[src/rtl/evt_timer.sv]
module evt_timer #(
  parameter int W    = 32,
  parameter int NPIN = 4,
  parameter int SELW = 4
) (
  input  logic            clk,
  input  logic            rst_n,
  input  logic            wr_en,
  input  logic [3:0]      wr_addr,
  input  logic [W-1:0]    wr_data,
  input  logic [3:0]      rd_addr,
  output logic [W-1:0]    rd_data,
  input  logic            tick_i,
  input  logic [1:0]      dbl_i,
  input  logic [NPIN-1:0] pin_i,
  output logic            irq_o
);
  localparam int PIN_BASE = 3;
  localparam logic [3:0] OFS_MOD = 4'h0;
  localparam logic [3:0] OFS_VAL = 4'h4;
  localparam logic [3:0] OFS_CTL = 4'h8;

  logic [W-1:0]    mod_q, val_q;
  logic            run_q;
  logic [SELW-1:0] sel_q;
  logic [NPIN-1:0] sync1_q, sync2_q, prev_q;
  logic [NPIN-1:0] pin_rise;
  logic [1:0]      inc;
  logic [W:0]      sum, folded;
  logic            hit;
  logic [W-1:0]    next_cnt;

  wire wr_mod = wr_en && (wr_addr == OFS_MOD);
  wire wr_val = wr_en && (wr_addr == OFS_VAL);
  wire wr_ctl = wr_en && (wr_addr == OFS_CTL);

  always_ff @(posedge clk or negedge rst_n) begin
    if (!rst_n) begin
      sync1_q <= '0;
      sync2_q <= '0;
      prev_q  <= '0;
    end else begin
      sync1_q <= pin_i;
      sync2_q <= sync1_q;
      prev_q  <= sync2_q;
    end
  end

  assign pin_rise = sync2_q & ~prev_q;

  always_comb begin
    inc = 2'd0;
    if (run_q) begin
      if (sel_q == SELW'(0))      inc = 2'd1;
      else if (sel_q == SELW'(1)) inc = {1'b0, tick_i};
      else if (sel_q == SELW'(2)) inc = {1'b0, dbl_i[0]} + {1'b0, dbl_i[1]};
      else begin
        for (int i = 0; i < NPIN; i++)
          if (sel_q == SELW'(PIN_BASE + i)) inc = {1'b0, pin_rise[i]};
      end
    end
  end

  assign sum      = {1'b0, val_q} + {{(W-1){1'b0}}, inc};
  assign folded   = sum - {1'b0, mod_q};
  assign hit      = (val_q < mod_q) && (inc != 2'd0) && (sum >= {1'b0, mod_q});
  assign next_cnt = hit ? folded[W-1:0] : sum[W-1:0];

  always_ff @(posedge clk or negedge rst_n) begin
    if (!rst_n) begin
      mod_q <= '0;
      val_q <= '0;
      run_q <= 1'b0;
      sel_q <= '0;
      irq_o <= 1'b0;
    end else begin
      if (wr_mod) mod_q <= wr_data;
      if (wr_ctl) begin
        run_q <= wr_data[0];
        sel_q <= wr_data[SELW:1];
      end
      val_q <= wr_val ? wr_data : next_cnt;
      irq_o <= hit && !wr_val;
    end
  end

  always_comb begin
    rd_data = '0;
    case (rd_addr)
      OFS_MOD: rd_data = mod_q;
      OFS_VAL: rd_data = val_q;
      OFS_CTL: rd_data[SELW:0] = {sel_q, run_q};
      default: rd_data = '0;
    endcase
  end


  hold_when_stopped_chk: assert property (@(posedge clk) disable iff (!rst_n)
    (!run_q && !wr_val) |=> (val_q == $past(val_q)));


  preset_wins_chk: assert property (@(posedge clk) disable iff (!rst_n)
    wr_val |=> ((val_q == $past(wr_data)) && !irq_o));


  irq_lands_low_chk: assert property (@(posedge clk) disable iff (!rst_n)
    irq_o |-> (val_q <= W'(1)));


  zero_mod_quiet_chk: assert property (@(posedge clk) disable iff (!rst_n)
    (mod_q == '0) |=> !irq_o);


  mod_write_keeps_count_chk: assert property (@(posedge clk) disable iff (!rst_n)
    (wr_mod && !run_q && !wr_val) |=> (val_q == $past(val_q)));
endmodule

[config.mk]
export PLATFORM = sky130hd
export DESIGN_NAME = evt_timer
export DESIGN_NICKNAME = d
export VERILOG_FILES = /design/src/rtl/evt_timer.sv
export SDC_FILE = /design/constraint.sdc
export NUM_CORES = 1
export LEC_CHECK = 0
export BUFFER_PORTS_ARGS = -buffer_cell sky130_fd_sc_hd__buf_2
export CORE_MARGIN = 10
export CORE_UTILIZATION = 55
export CTS_CLUSTER_SIZE = 20
export DETAILED_ROUTE_END_ITERATION = 10
export PLACE_DENSITY = 0.84
export SYNTH_ARGS = -nofsm -noshare
export SYNTH_HDL_FRONTEND = slang
export SYNTH_SLANG_ARGS = --single-unit
export TNS_END_PERCENT = 30
[constraint.sdc]
create_clock -name clk -period 6.35 [get_ports clk]
set_input_delay 0.9525 -clock clk [delete_from_list [all_inputs] [get_ports clk]]
set_output_delay 0.9525 -clock clk [all_outputs]
set_load 0.05 [all_outputs]
==> impl_metrics.ini, run 1 <==
[timing]
final_max_slew_viol_count = 0
fin_crit_ps = 5950
tightest_slew_ps = 1060
max_freq_ghz = 0.168
fin_setup_tns_ps = 0
setup_violations = 0
hold_viol = 0
skew_ps = 7.01
post-route-period-util_pct = 93.7
rsz0062_at_grt = no
max-slew-margin-rel_pct = 29.1
hold_ws_ps = 349

[worst_setup_path]
worst_ep_arrival_time_ps = 6130
start_kind = input port
required_ps = 6540
endpoint_kind = flip-flop
critical_path_class = input port to flip-flop
cp_max_fo = 28

[cells_and_area]
nFillCells = 1023
final_common_cell = dfrtp_1
area_growth_pct = 14.4
num_antenna_cells = 0
fin_cells = 1022
multi_input_area_sq_um = 4360
register_area_sq_um = 2050
final_layout_size_suffix_gt1_share_pct = 16.5
final_cell_mix = 82 x dfrtp_1, 81 x buf_2, 74 x nand2_1
finalNetCount = 988

[floorplanning]
die_area_sq_um = 17000
num_rows = 40
core_sq_um = 12000
io_pins = 83
initial_core_util_pct = 55.9
fp.dieW_um = 130
die_y_um = 130

[power_and_ir_drop]
comb_power_share_pct = 61.9
p_switching_uw = 1730
leakagePower_uw = 0.00369
p_int_uw = 1960
powerDensity_nw_per_um2 = 482
seq_power_share_pct = 24.1
p_clk_share_pct = 14.0
ir_drop_v = 0.000242
power_switching_share_pct = 46.9

[status]
status = complete, no violations

[cts]
cts_tree = built
clockBufferDepth = 2
ctsResizeCount = 0
post_cts_buffers = 0
root_buffer = clkbuf_16
clkTransAtPathRegs_ps = 60
insertion_delay_ps = 350
ctsHoldBuffers = 0
clock-sinks = 82
numCtsBuffers = 9
htreeDepth = 3

[route]
drt_iter0_drc = 574
ant_nets = 0
drcViolationCount = 0
drt-total-wl_um = 18000
post_drt_via_cell_ratio = 6.04
wl_per_cell_um = 17.6
dr_total_vias = 6173
dr.pass1.iters = 5

[run]
max-cap-violations = 0

[global_routing]
grt_pass1_wl_um = 29300
grt_antenna_before_repair = 0
grt_remaining_overflow = 0
grt_max_degree = 83
grtUsageTotal_pct = 21.4
grt_pass1_vias = 6088

[synthesis]
synth_top_area_share_pct = 30.7
synth.distinct_cells = 62
yosys_warnings = 0
async_flop_share_pct = 100
synth.area.top_cells = dfrtp_1 31%, ha_1 12%, a21oi_1 4.9%
ys.flop_type = dfrtp_1
synth_area_sq_um = 6690
yosys.area.top_type = dfrtp_1
synth_nets = 903
avgSynthCellArea_sq_um = 8.52
synth_edf_count = 0
synth_seq_area_share_pct = 30.7
syn-instance-count = 785
ys_ff_latch = 82

[placed_design]
place.detailed.hpwl_um = 13400
place_congestion = 0.897
placed_cells = 1006
port_buffers = 82

[worst_hold_path]
hp-class = flip-flop to flip-flop
## sequential cells by signal, indices dropped and copies added (netlist names)
register,count
sync2_q,4
run_q,1
val_q,32
mod_q,32
irq_o,1
prev_q,4
sync1_q,4
sel_q,4
## per-layer routing
| layer | part of all wire (%) | vias to the layer above | global-route usage (%) |
|---|---|---|---|
| li1 | - | 3003 | - |
| met1 | 45 | 2948 | 28.2 |
| met2 | 47 | 200 | 34.6 |
| met3 | 6.8 | 22 | 4.87 |
| met4 | 1.5 | 0 | 5.22 |
| met5 | 0 | - | 0 |
## through the flow
step                      instance area, sq um  util, %  power, uW  setup WS [ps]
after floorplan                           6690        -       2560            487
after global placement                    7360     61.5       3050            148
after detailed placement                  7360     61.5       3110           23.2
after CTS                                 7640     63.9       3650            384
after global routing                      7660     64.0       3990           39.7
final                                     7660     64.0       3690            401
## kinds of logic after synthesis
logic type | count (synthesis) | share of synthesized area [%]
AO/OA/AOI/OAI | 227 | 21.8
adder cells (fa/ha/maj) | 68 | 12.9
flip-flops | 82 | 30.7
buffers and inverters | 82 | 4.79
AND/OR/NAND/NOR | 243 | 18.0
XOR/XNOR | 52 | 6.81
multiplexers | 31 | 4.94
## critical path: stages
cell	delay (ps)
buf_2	100
ha_1	290
inv_1	40
o21ai_0	120
mux4_2	250
o21a_1	150
ha_1	180
a21oi_1	110
or4b_2	750
nor3_1	350
nand3_1	310
nor3_1	290
xnor2_1	190
ha_1	290
and3_1	200
nand2_1	110
nor3_1	60
a31o_2	250
a31o_2	240
o31ai_4	320
buf_12	250
mux2i_1	240
a21oi_1	90
## final cells by class
class                           count  share of cell area, %
Multi-Input combinational cell    621                   56.9
Timing Repair Buffer              101                   7.42
Tap cell                          147                   2.40
Clock buffer                       10                   3.12
Clock inverter                      6                  0.637
Sequential cell                    82                   26.8
Inverter                           55                   2.70
## final timing paths
check | start | end | slack (ps) | cells after the start
worst max-delay path | dbl_i[0] | val_q[17] | 400 | 23
worst min-delay path | sync1_q[0] | sync2_q[0] | 350 | 0
worst max register to register | sel_q[0] | val_q[17] | 840 | 20
worst min register to register | sync1_q[0] | sync2_q[0] | 350 | 0
max in group asynchronous | rst_n | val_q[23] | 4880 | 1
min in group asynchronous | rst_n | mod_q[6] | 800 | 1
## cells in the mapped netlist, drive strengths merged, types with 6 or more instances
cell     n
nand4   10
nor3    22
mux2     6
xor2    21
clkbuf  22
a22o    29
nand3   18
mux2i   24
nor2b    6
o21bai   6
and3     6
o21a     9
nor2    65
o21ai   62
a21o    12
a211oi   6
nand2b   6
nand2   75
xnor2   31
ha      66
dfrtp   82
inv     55
a21oi   66
## power groups by stage
stage / Clock, uW / Sequential, uW / Combinational [uW]
final: 514 / 889 / 2280
after global routing: 540 / 914 / 2530
after CTS: 520 / 883 / 2240
after detailed placement: 0 / 891 / 2220
after global placement: 0 / 888 / 2170
after floorplan: 0 / 841 / 1720
No activity file was read; power rests on OpenSTA's default activity.
==> run 2: changes to the inputs <==
--- a/config.mk
+++ b/config.mk
@@ -6,7 +6,8 @@
 export NUM_CORES = 1
 export LEC_CHECK = 0
 export BUFFER_PORTS_ARGS = -buffer_cell sky130_fd_sc_hd__buf_2
-export CORE_MARGIN = 10
+export CORE_ASPECT_RATIO = 1.75
+export CORE_MARGIN = 2
 export CORE_UTILIZATION = 55
 export CTS_CLUSTER_SIZE = 20
 export DETAILED_ROUTE_END_ITERATION = 10
==> impl_metrics.ini, run 2 (synthesis results as in run 1) <==
[timing]
post-route-period-util_pct = 96.1
tightest_slew_ps = 995
hold_viol = 0
setup_violations = 0
skew_ps = 9.90
setup_ws_ps = 245
max_freq_ghz = 0.164
fin_crit_ps = 6110
max-slew-margin-rel_pct = 33.5
final_max_slew_viol_count = 0
hold_ws_ps = 351

[power_and_ir_drop]
comb_power_share_pct = 62.2
powerDensity_nw_per_um2 = 490
p_int_uw = 1960
seq_power_share_pct = 24.0
power_switching_share_pct = 47.9
ir_drop_v = 0.000208
p_clk_share_pct = 13.8
leakagePower_uw = 0.00371
p_switching_uw = 1810

[cts]
numCtsBuffers = 9
clkTransAtPathRegs_ps = 70
clock-sinks = 82
clockBufferDepth = 2
ctsHoldBuffers = 0
cts_tree = built
htreeDepth = 3
root_buffer = clkbuf_16
insertion_delay_ps = 350

[worst_setup_path]
start_kind = input port
worst_ep_arrival_time_ps = 6290
crit_path_start = dbl_i[0]
r2r_setup_slack_ps = 720
required_ps = 6530
endpoint_kind = flip-flop
timing.critical_path.to = val_q[28]
r2r_cells = 21
timing.rr.end = val_q[28]
critical_path_class = input port to flip-flop
cp_max_fo = 26
worstReg2RegStart = sel_q[0]

[route]
post_drt_via_cell_ratio = 6.28
ant_nets = 0
dr_total_vias = 6377
drt-total-wl_um = 18700
drt_iter0_drc = 420
wl_per_cell_um = 18.4
dr.pass1.iters = 7
drcViolationCount = 0

[run]
max-cap-violations = 0

[placed_design]
placed_cells = 999
dp_slack_ps = -88.1
port_buffers = 82
placement.cell_area_sq_um = 7370
place_congestion = 0.953
place.detailed.hpwl_um = 13800

[status]
status = complete, no violations

[floorplanning]
io_pins = 83
core_sq_um = 11900
initial_core_util_pct = 56.0
fp.dieW_um = 87.4
die_y_um = 150
num_rows = 53
die_area_sq_um = 13100

[global_routing]
grt_pass1_wl_um = 30100
grtUsageTotal_pct = 29.1
grt_pass1_vias = 6474
grt_max_degree = 64
grt_antenna_before_repair = 0
grt_remaining_overflow = 0

[cells_and_area]
final_cell_area_sq_um = 7680
final_cell_mix = 82 x dfrtp_1, 81 x buf_2, 74 x nand2_1
area_growth_pct = 14.9
largestRegisters = mod_q (32), val_q (32)
final_layout_size_suffix_gt1_share_pct = 17.0
fin_cells = 1016
final_common_cell = dfrtp_1
num_antenna_cells = 0
fin_util_pct = 64.4
finalNetCount = 992
nFillCells = 1006

[worst_hold_path]
hp-class = flip-flop to flip-flop
## run 2: routing by layer
metal	up-vias	track usage [%]	wire, um
met5	-	0	0
met4	0	15.8	918
met3	70	3.81	808
met2	229	54.0	10200
met1	3057	30.6	6770
li1	3021	-	-
## run 2: per-stage QoR
stage	setup TNS [ps]	total power [uW]
global route	-162	4050
floorplan	0	2560
CTS	0	3710
global placement	0	3090
detailed placement	-205	3150
finish	0	3770
## run 2: timing repair
item	in CTS	in global routing
setup buffers	0	1
resized for setup	0	3
hold endpoints to repair	0	0
endpoints found under the setup margin	0	14
## run 2: worst max-delay path, stage by stage
cell and delay [ps]:
buf_2 100, ha_1 290, inv_1 50, o21ai_0 150
mux4_2 250, o21a_1 150, ha_1 180, inv_1 60
fa_1 410, or4b_4 640, nor3_4 340, buf_4 180
xor2_1 250, ha_1 300, a21o_1 190, nand2_1 70
a21oi_1 90, o41ai_1 360, o21a_1 200, a21oi_1 130
o31ai_4 290, buf_12 240, mux2i_1 300, a21oi_1 110
## run 2: power groups by stage
stage	Clock, uW	Sequential [uW]	Combinational [uW]
floorplan	0	841	1720
global placement	0	895	2190
detailed placement	0	903	2250
CTS	528	897	2290
global route	550	926	2570
finish	522	904	2340
## run 2: final cells by class
cell class	instances	area (sq um)	area share (%)
Clock buffer	9	225	2.93
Clock inverter	7	71.3	0.928
Inverter	55	206	2.69
Multi-Input combinational cell	621	4360	56.7
Sequential cell	82	2050	26.7
Tap cell	137	171	2.23
Timing Repair Buffer	105	598	7.78
## run 2: how the worst min path moves through the flow
| stage | startpoint | to | slack (ps) | depth (start not counted) |
|---|---|---|---|---|
| after floorplan | sync1_q[0] | sync2_q[0] | 330 | 0 |
| after global placement | sync1_q[3] | sync2_q[3] | 330 | 0 |
| after detailed placement | sync1_q[2] | sync2_q[2] | 340 | 0 |
| after CTS | sync1_q[2] | sync2_q[2] | 360 | 0 |
| after global routing | sync1_q[1] | sync2_q[1] | 360 | 0 |
| final | sync1_q[2] | sync2_q[2] | 350 | 0 |
